**src/rtl/rxerr_pkg.sv**
```systemverilog
package rxerr_pkg;

    typedef enum logic [1:0] {
        MODE_ASYNC    = 2'd0,
        MODE_SYNC_MST = 2'd1,
        MODE_SYNC_SLV = 2'd2,
        MODE_SYNC_ALT = 2'd3
    } rx_mode_e;

    localparam int FLAG_W   = 4;
    localparam int FLAG_PAR = 0;
    localparam int FLAG_FRM = 1;
    localparam int FLAG_OVR = 2;
    localparam int FLAG_ANY = 3;

    typedef struct packed {
        logic any;
        logic ovr;
        logic frm;
        logic par;
    } err_flags_t;

endpackage

```
**src/rtl/rxerr_parity.sv**
```systemverilog
module rxerr_parity
    import rxerr_pkg::*;
#(
    parameter int DATA_W = 8
) (
    input  logic [DATA_W-1:0] data,
    input  logic              par_bit,
    input  logic              par_en,
    input  logic              par_odd,
    input  logic [1:0]        mode,
    output logic              par_bad
);

    localparam int TOT_W = DATA_W + 1;

    logic [TOT_W-1:0] fold;

    // running xor chain over data bits and the parity bit
    assign fold[0] = par_bit;
    generate
        for (genvar i = 0; i < DATA_W; i++) begin : g_fold
            assign fold[i+1] = fold[i] ^ data[i];
        end
    endgenerate

    always_comb begin
        par_bad = 1'b0;
        if (par_en && rx_mode_e'(mode) == MODE_ASYNC) begin
            par_bad = (fold[TOT_W-1] != par_odd);
        end
    end

endmodule

```
**src/rtl/rxerr_overrun.sv**
```systemverilog
module rxerr_overrun
    import rxerr_pkg::*;
(
    input  logic       clk,
    input  logic       rst_n,
    input  logic [1:0] mode,
    input  logic       shift_done,
    input  logic       rx_trig_wr,
    input  logic       buf_rd,
    output logic       ovr_hit
);

    typedef struct packed {
        logic consumed;
    } ovr_state_t;

    ovr_state_t st_d, st_q;
    logic       release_ev;

    always_comb begin
        st_d       = st_q;
        ovr_hit    = 1'b0;
        release_ev = 1'b0;
        unique case (rx_mode_e'(mode))
            MODE_ASYNC: begin
                release_ev = rx_trig_wr;
                ovr_hit    = shift_done && (!st_q.consumed || rx_trig_wr);
            end
            MODE_SYNC_SLV: begin
                release_ev = buf_rd;
                ovr_hit    = shift_done && !st_q.consumed && !buf_rd;
            end
            default: begin
                release_ev = buf_rd;
                ovr_hit    = 1'b0;
            end
        endcase
        if (shift_done) begin
            st_d.consumed = 1'b0;
        end else if (release_ev) begin
            st_d.consumed = 1'b1;
        end
    end

    always_ff @(posedge clk or negedge rst_n) begin
        if (!rst_n) begin
            st_q.consumed <= 1'b1;
        end else begin
            st_q <= st_d;
        end
    end

endmodule

```
**src/rtl/rxerr_flags.sv**
```systemverilog
module rxerr_flags
    import rxerr_pkg::*;
(
    input  logic              clk,
    input  logic              rst_n,
    input  err_flags_t        set_vec,
    input  logic              flag_wr,
    input  logic [FLAG_W-1:0] flag_wdata,
    output err_flags_t        flags
);

    err_flags_t flags_d, flags_q;
    logic [FLAG_W-1:0] clr_mask;

    always_comb begin
        clr_mask = flag_wr ? flag_wdata : '0;
        for (int i = 0; i < FLAG_W; i++) begin
            // detection wins over a same-cycle clear
            flags_d[i] = set_vec[i] | (flags_q[i] & ~clr_mask[i]);
        end
    end

    always_ff @(posedge clk or negedge rst_n) begin
        if (!rst_n) begin
            flags_q <= '0;
        end else begin
            flags_q <= flags_d;
        end
    end

    assign flags = flags_q;

endmodule

```
**src/rtl/rxerr_monitor.sv**
```systemverilog
module rxerr_monitor
    import rxerr_pkg::*;
#(
    parameter int DATA_W = 8
) (
    input  logic              clk,
    input  logic              rst_n,
    input  logic [1:0]        mode,
    input  logic              par_en,
    input  logic              par_odd,
    input  logic              irq_en,
    input  logic              shift_done,
    input  logic [DATA_W-1:0] shift_data,
    input  logic              shift_stop,
    input  logic              shift_par,
    input  logic              rx_trig_wr,
    input  logic              buf_rd,
    input  logic              flag_wr,
    input  logic [3:0]        flag_wdata,
    output logic [DATA_W-1:0] rx_data,
    output logic              par_err,
    output logic              frm_err,
    output logic              ovr_err,
    output logic              err_any,
    output logic              err_irq
);

    typedef struct packed {
        logic [DATA_W-1:0] data;
    } buf_state_t;

    buf_state_t buf_d, buf_q;
    logic       par_bad;
    logic       ovr_hit;
    err_flags_t set_vec;
    err_flags_t flags;

    rxerr_parity #(.DATA_W(DATA_W)) u_parity (
        .data    (shift_data),
        .par_bit (shift_par),
        .par_en  (par_en),
        .par_odd (par_odd),
        .mode    (mode),
        .par_bad (par_bad)
    );

    rxerr_overrun u_overrun (
        .clk        (clk),
        .rst_n      (rst_n),
        .mode       (mode),
        .shift_done (shift_done),
        .rx_trig_wr (rx_trig_wr),
        .buf_rd     (buf_rd),
        .ovr_hit    (ovr_hit)
    );

    always_comb begin
        buf_d       = buf_q;
        set_vec     = '0;
        if (shift_done) begin
            buf_d.data  = shift_data;
            set_vec.par = par_bad;
            set_vec.frm = !shift_stop;
        end
        set_vec.ovr = ovr_hit;
        set_vec.any = set_vec.par | set_vec.frm | set_vec.ovr;
    end

    always_ff @(posedge clk or negedge rst_n) begin
        if (!rst_n) begin
            buf_q <= '0;
        end else begin
            buf_q <= buf_d;
        end
    end

    rxerr_flags u_flags (
        .clk        (clk),
        .rst_n      (rst_n),
        .set_vec    (set_vec),
        .flag_wr    (flag_wr),
        .flag_wdata (flag_wdata),
        .flags      (flags)
    );

    assign rx_data = buf_q.data;
    assign par_err = flags.par;
    assign frm_err = flags.frm;
    assign ovr_err = flags.ovr;
    assign err_any = flags.any;
    assign err_irq = flags.any & irq_en;

endmodule

```
**config.mk**
```make
export PLATFORM = sky130hd
export DESIGN_NAME = rxerr_monitor
export DESIGN_NICKNAME = d
export VERILOG_FILES = /design/src/rtl/rxerr_pkg.sv /design/src/rtl/rxerr_parity.sv /design/src/rtl/rxerr_overrun.sv /design/src/rtl/rxerr_flags.sv /design/src/rtl/rxerr_monitor.sv
export SDC_FILE = /design/constraint.sdc
export NUM_CORES = 1
export LEC_CHECK = 0
export ABC_CLOCK_PERIOD_IN_PS = 1300
export CAP_MARGIN = 20
export CORE_UTILIZATION = 52
export DETAILED_ROUTE_END_ITERATION = 7
export DONT_BUFFER_PORTS = 1
export PLACE_DENSITY_LB_ADDON = 0.15
export SYNTH_ARGS = -nofsm -noshare
export SYNTH_HDL_FRONTEND = slang
export SYNTH_HIERARCHICAL = 1
export SYNTH_SLANG_ARGS = --single-unit
```
**constraint.sdc**
```tcl
create_clock -name clk -period 1.3 [get_ports clk]
set_clock_uncertainty 0.15 [all_clocks]
set_input_delay 0 -clock clk [delete_from_list [all_inputs] [get_ports clk]]
set_output_delay 0 -clock clk [all_outputs]
set_load 0.005 [all_outputs]
```
-- Word-level counts from Yosys, hierarchy flattened
Index checks and enable logic that the tools add are counted.
- output and inout port bits: 13
- input bits: 25
- logic and storage cells: 48
- bits in registers: 13
- muxes and demuxes: 7
- bitwise operators: 23
- reductions and logical operators: 10
- equal/unequal tests: 2
- operator list (operator ; number):
    1-bit bitwise XOR ; 8
    1-bit bitwise OR ; 6
    1-bit AND ; 5
    1-bit logical AND ; 4
    1-bit 2-to-1 mux ; 4
    4-bit 2-to-1 mux ; 1
    1-bit NOT ; 4
    1-bit logical NOT ; 3
    2-bit equality test (second input constant) ; 1
    2-bit logical NOT ; 1
    2-bit 2-to-1 mux ; 1
    1-bit one-hot mux with 2 select lines ; 1
    2-bit nonzero test ; 1
    1-bit logical OR ; 1
    1-bit != test ; 1

-- Logic depth before layout (Yosys ltp)
Gate-level depths: netlist of run 1.
- depth in word-level cells: 14
- mapped depth: 7
- mapped depth without buffers: 7

-- Hierarchy
Netlist of run 1, hierarchy kept.
- modules (own cells, without submodules) (module ; cells an instance ; area an instance (um2) ; times used):
    rxerr_monitor ; 22 ; 360.3 ; 1
    rxerr_flags ; 12 ; 145.1 ; 1
    rxerr_parity ; 9 ; 106.4 ; 1
    rxerr_overrun ; 9 ; 75.1 ; 1

-- Least setup slack after synthesis of run 1
No wires, ideal clock.
- kind: input -> register
- start point: in shift_data[4]
- end point: reg u_flags.flags_q (netlist bit u_flags/flags[3])
- setup slack: -186 ps
- setup time: 118 ps
- cell stages on the path: 7
- data required time: 1032 ps
- arrival time: 1218 ps
- path through: xor2_1 > xnor3_1 > xnor2_1 > nor4b_2 > nand2b_1 > a21o_1 > a21o_1
- RTL lines (element ; RTL line ; RTL):
    from (decl) ; rxerr_monitor.sv:13 ; input logic [DATA_W-1:0] shift_data,
    to (signal assigned) ; rxerr_flags.sv:27 ; flags_q <= flags_d;
    to (decl) ; rxerr_flags.sv:12 ; err_flags_t flags_d, flags_q;

==> results of run 1 <==
synthesized netlist by cell type:
cell	n	area, sq um
mux2_4	7	105
xnor3_1	1	22.5
o21ai_0	1	5.00
a21o_1	5	37.5
xor2_1	1	8.76
mux2_2	1	11.3
a21oi_1	1	5.00
xnor2_2	1	16.3
xnor2_1	5	43.8
inv_1	2	7.51
nand2b_1	1	6.26
dfrtp_1	12	300
dfstp_2	1	26.3
nor4b_2	1	15.0
and2_1	2	12.5
o211a_1	1	10.0
or3b_1	1	8.76
a31oi_1	1	6.26
nor2b_1	2	12.5
buf_6	1	11.3
nand2_1	4	15.0
worst max-delay path, stage by stage (launching register included):
cell and delay, ps:
dfstp_2 540, a21oi_2 40, o211a_1 230, a21o_1 160
a21o_1 140
power groups by stage:
stage | Clock [W] | Sequential [W] | Combinational [W]
CTS | 0.000249 | 0.000490 | 0.000199
floorplan | 0 | 0.000486 | 0.000148
finish | 0.000242 | 0.000490 | 0.000202
global placement | 0 | 0.000493 | 0.000150
global route | 0.000259 | 0.000495 | 0.000217
detailed placement | 0 | 0.000497 | 0.000157
routing by layer:
metal,GRT usage [%],routed length (um),up-vias
li1,-,-,213
met1,19.8,498,230
met2,44.1,791,25
met3,6.98,120,0
met4,10.3,0,0
met5,0,0,-
what timing repair did:
action,4_1_cts,5_1_grt
setup buffers,0,0
hold buffers,14,1
gates cloned,0,0
resized for setup,1,0
hold endpoints to repair,27,13
setup endpoints to repair,2,3
pin swaps,1,1
state kept, by name, summed over array words and instances, names as in the netlist:
signal,flops
rx_data,8
u_overrun/st_q,1
u_flags/flags,4
cell families after synthesis:
| group | after synthesis | share of synthesized area [%] |
|---|---|---|
| compound gates | 9 | 9.29 |
| xor+xnor | 8 | 13.3 |
| buf+inv | 3 | 2.73 |
| flops | 13 | 47.5 |
| mux | 8 | 16.9 |
| simple gates | 11 | 10.2 |
how the worst max path moves through the flow:
stage / cells past startpoint / from / to / slack, ps
6_report: 4 / u_overrun/st_q$_DFFE_PN1P_ / u_flags/flags[3]$_DFF_PN0_ / -60
3_5_place_dp: 7 / shift_data[7] / u_flags/flags[3]$_DFF_PN0_ / -250
2_1_floorplan: 7 / shift_data[5] / u_flags/flags[3]$_DFF_PN0_ / -140
3_3_place_gp: 7 / shift_data[5] / u_flags/flags[3]$_DFF_PN0_ / -220
4_1_cts: 4 / u_overrun/st_q$_DFFE_PN1P_ / u_flags/flags[3]$_DFF_PN0_ / -60
5_1_grt: 4 / u_overrun/st_q$_DFFE_PN1P_ / u_flags/flags[3]$_DFF_PN0_ / -90
final cells by class:
class / instances / area (sq um) / share of cell area [%]
Tap cell: 14 / 17.5 / 1.97
Multi-Input combinational cell: 36 / 353 / 39.7
Inverter: 2 / 7.51 / 0.845
Sequential cell: 13 / 327 / 36.8
Timing Repair Buffer: 16 / 158 / 17.7
Clock buffer: 4 / 26.3 / 2.96
metrics by stage:
step | cells | instance area, sq um
after global placement | 66 | 708
after detailed placement | 66 | 708
after CTS | 84 | 878
final | 85 | 888
after global routing | 85 | 888
after floorplan | 52 | 694
==> reports/metrics.yaml, run 1 <==
outcome:
  status: "complete, but fails checks"
  violations: "negative hold slack, negative setup slack"
cells_and_area:
  layout_commonest_cell: "dlygate4sd3_1"
  fill_cells: 78
  final_util_pct: 75.9
  final_cell_mix: "dlygate4sd3_1, dfrtp_1, mux2_4"
  area_growth_pct: 29.3
  antenna_cells: 0
  drive_gt1_share_pct: 23.9
  fin_nets: 97
timing:
  finalSetupTns_ps: -105
  finalSetupViolCount: 2
  period_needed_ps: 1360
  final_max_slew_viol_count: 0
  holdWs_ps: -390
  hold_viol_final: 13
  max_freq_mhz: 733
  fin_ws_ps: -63.7
  tightestPinTransition_ps: 593
  max-slew-margin-rel_pct: 60.3
  period_share_pct: 105
  rsz0062_at_grt: "true"
drt:
  wire_per_inst_um: 16.6
  drt_wl_total_mm: 1.41
  final_antenna_net_count: 0
  route.detailed.drc: 0
  vias: 468
  drt_iter0_markers: 7
  viasPerCell: 5.51
  dr.pass1.iters: 2
clocking:
  tritoncts: "built"
  clk_latency_ps: 260
  cts_buffers: 3
  cts.sinks: 13
  clkTransAtPathRegs_ps: 70
  cts_htree_levels: 1
  root_buffer: "clkbuf_4"
  clock_path_buffers: 2
logic_synthesis:
  synth_area_sq_um: 687
  syn_area_per_cell_sq_um: 13.2
  yosys_warnings: 6
  synthCells: 52
  ys_seq_area_share_pct: 47.5
  ys_types: 21
  synth_nets: 77
  ys_seq_elements: 13
die:
  die_area_sq_mm: 0.00147
  die_w_um: 38.3
  io_pins: 38
  fp.dieH_um: 38.3
  rows: 12
  start_util_pct: 58.7
  core_region_area_sq_mm: 0.00117
power_and_ir_drop:
  leakage_nw: 0.422
  peakVddDrop_v: 0.000718
  power_density_mw_per_mm2: 1050
  p_seq_share_pct: 52.5
  clkPwrFrac_pct: 25.9
  p_sw_w: 0.000225
  combPwrFrac_pct: 21.6
  p_total_w: 0.000933
  swShare_pct: 24.1
  p_int_w: 0.000708
worst_setup_path:
  r2r-start: "u_overrun/st_q$_DFFE_PN1P_"
  cp.required_ps: 1310
  ff2ff_path_depth: 4
  regToRegEndpoint: "u_flags/flags[3]$_DFF_PN0_"
  cp-end-kind: "register"
  crit_arrival_ps: 1380
  rrSetupSlack_ps: -60
  path_class: "reg -> reg"
  start_kind: "register"
  worstPathMaxFanout: 2
hold_path:
  hold_path_class: "in -> reg"
  min_to: "u_overrun/st_q$_DFFE_PN1P_"
  holdPathStages: 1
  min_from: "shift_done"
placement:
  dp_slack_ps: -252
  hpwl_mm: 1.03
  port_buffers: 0
  globalplace.congestion: 0.619
global_routing:
  grt_usage_pct: 22.3
  grt_max_degree: 14
  grt_pass1_vias: 518
  grt_remaining_overflow: 0
  antenna_found_initial: 0
  grt_pass1_wl_mm: 2.17
run:
  maxCapViolCount: 0
Note: power is estimated with default switching activity, not from simulation.
==> run 2: changes to the inputs <==
==> constraint.sdc (replaced) <==
create_clock -name clk -period 1.3 [get_ports clk]
set_clock_uncertainty 0.15 [all_clocks]
set_input_delay 0.065 -clock clk [delete_from_list [all_inputs] [get_ports clk]]
set_output_delay 0.065 -clock clk [all_outputs]
set_load 0.005 [all_outputs]
==> run 2 against run 1 <==
Highest routed layer unchanged. Via count fell by 0.64%. Power decreased by 0.36%. Global-route usage did not move. Register-to-register slack about the same. Final cell count decreased by 1.2%. Worst setup slack better by 8.0 ps. Combinational power about the same. First-iteration DRC count grew 14%. Hold slack improved by 66 ps. Critical endpoint unchanged. Cell area fell by 0.28%. The flow still finishes with violations (negative hold slack, negative setup slack). Critical path depth unchanged.
==> reports/metrics.yaml, run 2 (same netlist as run 1, synthesis figures left out) <==
drt:
  viasPerCell: 5.54  # was 5.51
  vias: 465  # was 468
  drt_wl_total_mm: 1.42  # was 1.41 mm
  route.detailed.drc: 0  # unchanged
  dr.pass1.iters: 2  # unchanged
  final_antenna_net_count: 0  # unchanged
  wire_per_inst_um: 16.9  # was 16.6 um
  drt_iter0_markers: 8  # was 7
clocking:
  tritoncts: "built"  # unchanged
  clkTransAtPathRegs_ps: 70  # about the same
  clock_path_buffers: 2  # unchanged
  clk_latency_ps: 260  # about the same
  cts.sinks: 13  # unchanged
  cts_htree_levels: 1  # unchanged
  post_cts_buffers: 0  # unchanged
  root_buffer: "clkbuf_4"  # unchanged
  cts_buffers: 3  # unchanged
worst_setup_path:
  cp_common_cell: "a21o_1"  # unchanged
  path_class: "reg -> reg"  # unchanged
  cp.required_ps: 1310  # about the same
  worstPathCellList: "a21oi_2 -> o211a_1 -> a21o_1 -> a21o_1"  # unchanged
  crit_buf_inv: 0  # unchanged
  worstPathMaxFanout: 2  # unchanged
  max_stage_delay_ps: 540  # about the same
  crit_arrival_ps: 1370  # was 1380 ps
  slowest_stage: "dfstp_2"  # unchanged
  start_kind: "register"  # unchanged
  cp-end-kind: "register"  # unchanged
  cp_top_family: "compound AO/OA/AOI/OAI gates"  # unchanged
timing:
  period_share_pct: 104  # was 105%
  holdWs_ps: -324  # was -390 ps
  fin_ws_ps: -55.7  # was -63.7 ps
  max_freq_mhz: 738  # was 733 MHz
  max-slew-margin-rel_pct: 60.4  # was 60.3%
  final_max_slew_viol_count: 0  # unchanged
  finalSetupViolCount: 2  # unchanged
  hold_viol_final: 12  # was 13
  tightestPinTransition_ps: 592  # was 593 ps
  rsz0062_at_grt: "true"  # unchanged
  period_needed_ps: 1360  # about the same
cells_and_area:
  antenna_cells: 0  # unchanged
  final_cell_mix: "dlygate4sd3_1, dfrtp_1, mux2_4"  # unchanged
  final_util_pct: 75.6  # was 75.9%
  fin_cells: 84  # was 85
  area_growth_pct: 29.0  # was 29.3%
  fill_cells: 84  # was 78
  drive_gt1_share_pct: 25.7  # was 23.9%
  largest_reg_flops: 8  # unchanged
  layout_commonest_cell: "dlygate4sd3_1"  # unchanged
  fin_nets: 96  # was 97
placement:
  dpl.cell_count: 66  # unchanged
  dp_slack_ps: -317  # was -252 ps
  globalplace.congestion: 0.619  # unchanged
  port_buffers: 0  # unchanged
  hpwl_mm: 1.03  # unchanged
die:
  die_w_um: 38.3  # unchanged
  start_util_pct: 58.7  # unchanged
  core_region_area_sq_mm: 0.00117  # unchanged
  die_area_sq_mm: 0.00147  # unchanged
  fp.dieH_um: 38.3  # unchanged
  io_pins: 38  # unchanged
  rows: 12  # unchanged
global_routing:
  grt_pass1_wl_mm: 2.17  # unchanged
  antenna_found_initial: 0  # unchanged
  grt_max_degree: 14  # unchanged
  grt_pass1_vias: 518  # unchanged
  grt_remaining_overflow: 0  # unchanged
  grt_usage_pct: 22.3  # unchanged
run:
  maxCapViolCount: 0  # unchanged
power_and_ir_drop:
  leakage_nw: 0.419  # was 0.422 nW
  peakVddDrop_v: 0.000717  # was 0.000718 V
  power_density_mw_per_mm2: 1050  # about the same
outcome:
  violations: "negative hold slack, negative setup slack"  # unchanged
  status: "complete, but fails checks"  # unchanged
hold_path:
  hold_path_class: "in -> reg"  # unchanged
-- run 2: path summary, 6_finish.rpt --
check	startpoint	end	slack, ps	cells after the start
min in group asynchronous	rst_n	rx_data[3]$_DFFE_PN0P_	80	1
hold / removal	shift_done	u_overrun/st_q$_DFFE_PN1P_	-320	1
setup / recovery	u_overrun/st_q$_DFFE_PN1P_	u_flags/flags[3]$_DFF_PN0_	-60	4
hold reg to reg	u_overrun/st_q$_DFFE_PN1P_	u_overrun/st_q$_DFFE_PN1P_	350	2
setup reg to reg	u_overrun/st_q$_DFFE_PN1P_	u_flags/flags[3]$_DFF_PN0_	-60	4
max in group asynchronous	rst_n	rx_data[1]$_DFFE_PN0P_	530	1
-- run 2: power by group --
part	switching, W	total [W]	internal (W)
sequential	0.0000382	0.000490	0.000451
clock	0.000121	0.000240	0.000119
combinational	0.0000634	0.000201	0.000137
total	0.000223	0.000930	0.000707
-- run 2: metal layers --
metal  track usage (%)  share of wire (%)
met2              44.1                 57
met4              10.3                  0
met3              6.98                8.3
met1              19.8                 35
met5                 0                  0
-- run 2: per-stage QoR --
stage	TNS [ps]	power [W]	hold slack, ps	instance area [sq um]
global route	-149	0.000971	-337	886
detailed placement	-643	0.000654	-380	708
CTS	-94.1	0.000936	-334	868
floorplan	-318	0.000633	-381	694
finish	-88.1	0.000930	-324	886
global placement	-513	0.000643	-380	708
-- run 2: layout make-up --
type / instances / area (sq um) / share of cell area, %
Clock buffer: 4 / 26.3 / 2.97
Sequential cell: 13 / 327 / 36.9
Inverter: 2 / 7.51 / 0.847
Multi-Input combinational cell: 36 / 360 / 40.7
Timing Repair Buffer: 15 / 148 / 16.7
Tap cell: 14 / 17.5 / 1.98
-- run 2: timing repair --
item,4_1_cts,5_1_grt
pin swaps,1,3
cloned,0,0
endpoints found under the setup margin,2,3
resized for setup,1,1
hold endpoints to repair,26,12
hold buffers,13,1
==> run 3: changes to the inputs <==
- ABC_AREA: default -> 1
- CORE_UTILIZATION: 52 -> 53
==> run 3 against run 2 <==
The flow now finishes without violations. First-iteration DRC count rose by 75%. Register-to-register slack improved by 200 ps. Sequential power fell by 3%. Flip-flop and latch count did not move. Wire length rose by 19%. Die area rose by 8.7%. Worst setup slack improved by 120 ps. Sequential share of layout area fell by 4.7 points. Clock power rose by 4%. Global-route usage rose by 1.5 points. Synthesized cell count rose by 120%. Critical endpoint unchanged. Highest routed layer is now met4.
==> reports/metrics.yaml, run 3 <==
global_routing:
  grt_pass1_vias: 628  # was 518
  grt_remaining_overflow: 0  # unchanged
  grt_max_degree: 14  # unchanged
  grt_pass1_wl_mm: 2.43  # was 2.17 mm
  antenna_found_initial: 0  # unchanged
  grt_usage_pct: 23.8  # was 22.3%
die:
  core_region_area_sq_mm: 0.00132  # was 0.00117 sq mm
  start_util_pct: 58.0  # was 58.7%
  rows: 13  # was 12
  fp.dieH_um: 40.0  # was 38.3 um
  die_area_sq_mm: 0.00160  # was 0.00147 sq mm
  die_w_um: 40.0  # was 38.3 um
  io_pins: 38  # unchanged
cells_and_area:
  final_cell_mix: "nand2_1, inv_1, dlygate4sd3_1"  # was dlygate4sd3_1, dfrtp_1, mux2_4
  final_util_pct: 77.1  # was 75.6%
  antenna_cells: 0  # unchanged
  layout_commonest_cell: "nand2_1"  # was dlygate4sd3_1
  area_growth_pct: 32.9  # was 29.0%
  largest_reg_flops: 8  # unchanged
  drive_gt1_share_pct: 9.29  # was 25.7%
  fin_nets: 166  # was 96
  design_area_sq_mm: 0.00102  # was 886 sq um
drt:
  route.detailed.drc: 0  # unchanged
  final_antenna_net_count: 0  # unchanged
  drt_wl_total_mm: 1.70  # was 1.42 mm
  viasPerCell: 4.84  # was 5.54
  wire_per_inst_um: 11.0  # was 16.9 um
  dr.pass1.iters: 5  # was 2
  drt_iter0_markers: 14  # was 8
  vias: 750  # was 465
placement:
  globalplace.congestion: 0.628  # was 0.619
  dp_slack_ps: 149  # was -317 ps
  hpwl_mm: 1.03  # about the same
  port_buffers: 0  # unchanged
  place_area_sq_um: 772  # was 708 sq um
logic_synthesis:
  synthCells: 116  # was 52
  synthTopCellsByCount: "nand2_1, inv_1, dfrtp_1"  # was dfrtp_1, mux2_4, a21o_1, xnor2_1, nand2_1
  yosys.area.top_type: "dfrtp_1"  # unchanged
  synth_edf_count: 0  # unchanged
  synth_nets: 141  # was 77
  ys_top_cells_by_area: "dfrtp_1, nand2_1, inv_1"  # was dfrtp_1, mux2_4, xnor2_1
  ys_async_sr_fraction_pct: 100  # unchanged
  ys_seq_area_share_pct: 42.7  # was 47.5%
  yosys.cell_count.top_type: "nand2_1"  # was dfrtp_1
  yosys_warnings: 6  # unchanged
  ys_seq_elements: 13  # unchanged
  netlist.area_leader.share_pct: 39.3  # was 43.7%
  ys_types: 16  # was 21
  syn_area_per_cell_sq_um: 6.59  # was 13.2 sq um
  synth_area_sq_um: 764  # was 687 sq um
  ys.flop_type: "dfrtp_1"  # unchanged
run:
  maxCapViolCount: 0  # unchanged
timing:
  rsz0062_at_grt: "false"  # was true
  period_share_pct: 94.8  # was 104%
  tightestPinTransition_ps: 581  # was 592 ps
  hold_viol_final: 0  # was 12
  holdWs_ps: 65.7  # was -324 ps
  finalSetupTns_ps: 0  # was -88.1 ps
  fin_ws_ps: 67.6  # was -55.7 ps
  period_needed_ps: 1230  # was 1360 ps
  max-slew-margin-rel_pct: 61.1  # was 60.4%
  max_freq_mhz: 811  # was 738 MHz
  final_max_slew_viol_count: 0  # unchanged
  finalSetupViolCount: 0  # was 2
outcome:
  status: "finished clean"  # was complete, but fails checks
clocking:
  clock_path_buffers: 2  # unchanged
  clk_latency_ps: 270  # was 260 ps
  cts_buffers: 3  # unchanged
  root_buffer: "clkbuf_4"  # unchanged
  tritoncts: "built"  # unchanged
  post_cts_buffers: 0  # unchanged
  cts.sinks: 13  # unchanged
  cts_htree_levels: 1  # unchanged
  clkTransAtPathRegs_ps: 80  # was 70 ps
power_and_ir_drop:
  power_density_mw_per_mm2: 907  # was 1050 mW/mm^2
  leakage_nw: 0.608  # was 0.419 nW
  peakVddDrop_v: 0.000547  # was 0.000717 V
worst_setup_path:
  cp.required_ps: 1370  # was 1310 ps
  crit_arrival_ps: 1300  # was 1370 ps
  cp-end-kind: "register"  # unchanged
  path_class: "in -> reg"  # was reg -> reg
  worstPathMaxFanout: 4  # was 2
  start_kind: "primary input"  # was register
hold_path:
  hold_path_class: "in -> async"  # was in -> reg
run 3: changes by cell type after synthesis, moves of 4 or more:
cell / before / now
nand2_1: 4 / 58
inv_1: 2 / 22
mux2_4: 7 / 0
nor2_1: 0 / 7
a21o_1: 5 / 0
nand3_1: 0 / 4
xnor2_1: 5 / 1
run 3: cells by family after synthesis:
kind of cell    count (synthesis)  synth area share [%]
simple gates                   74                  39.9
buf+inv                        25                  13.3
flops                          13                  42.7
compound gates                  2                  1.80
xor+xnor                        2                  2.29
run 3: metal layers:
metal / share of wire [%] / GRT usage [%]
met2: 54 / 41.1
met5: 0 / 0
met4: 0.77 / 12.9
met3: 6.2 / 7.22
met1: 39 / 25.7
run 3: area by class of cell:
cell class,count,area (sq um)
fillers,99,302
well taps,15,18.8
flip-flops and latches,13,327
clock buffers,3,22.5
repair buffers,21,213
clock inverters,1,5.00
multi-input cells,78,340
inverters,24,90.1
run 3: report_power, final:
part,internal [W],switching (W),total [W]
registers,0.000447,0.0000305,0.000477
logic,0.0000952,0.0000995,0.000195
clock network,0.000114,0.000136,0.000250
total,0.000656,0.000266,0.000922
run 3: final timing paths:
path,slack [ps],endpoint,depth (start not counted),from
worst max register to register,140,u_flags/flags[3]$_DFF_PN0_,6,u_overrun/st_q$_DFFE_PN1P_
worst min register to register,350,u_flags/flags[2]$_DFF_PN0_,2,u_flags/flags[2]$_DFF_PN0_
worst max-delay path,70,u_flags/flags[3]$_DFF_PN0_,8,mode[0]
max in group asynchronous,550,u_flags/flags[2]$_DFF_PN0_,1,rst_n
worst min-delay path,70,rx_data[4]$_DFFE_PN0P_,1,rst_n
min in group clk,70,err_irq,2,irq_en
run 3: worst max-delay path: stages:
cell           delay [ps]
dlygate4sd3_1         610
nor3b_2               190
nand2_1                70
nor2_1                110
nand2_2                80
nand3_2                90
inv_1                  40
nand2_1                50
run 3: what timing repair did:
action | in CTS | in global routing
setup endpoints to repair | 0 | 7
endpoints found under the hold margin | 26 | 0
hold buffers | 21 | 0
gates resized for setup | 0 | 2
run 3: per-stage QoR:
step | instances | total power (W)
after global routing | 155 | 0.000996
after detailed placement | 130 | 0.000610
after CTS | 155 | 0.000930
after global placement | 130 | 0.000604
after floorplan | 116 | 0.000594
final | 155 | 0.000922
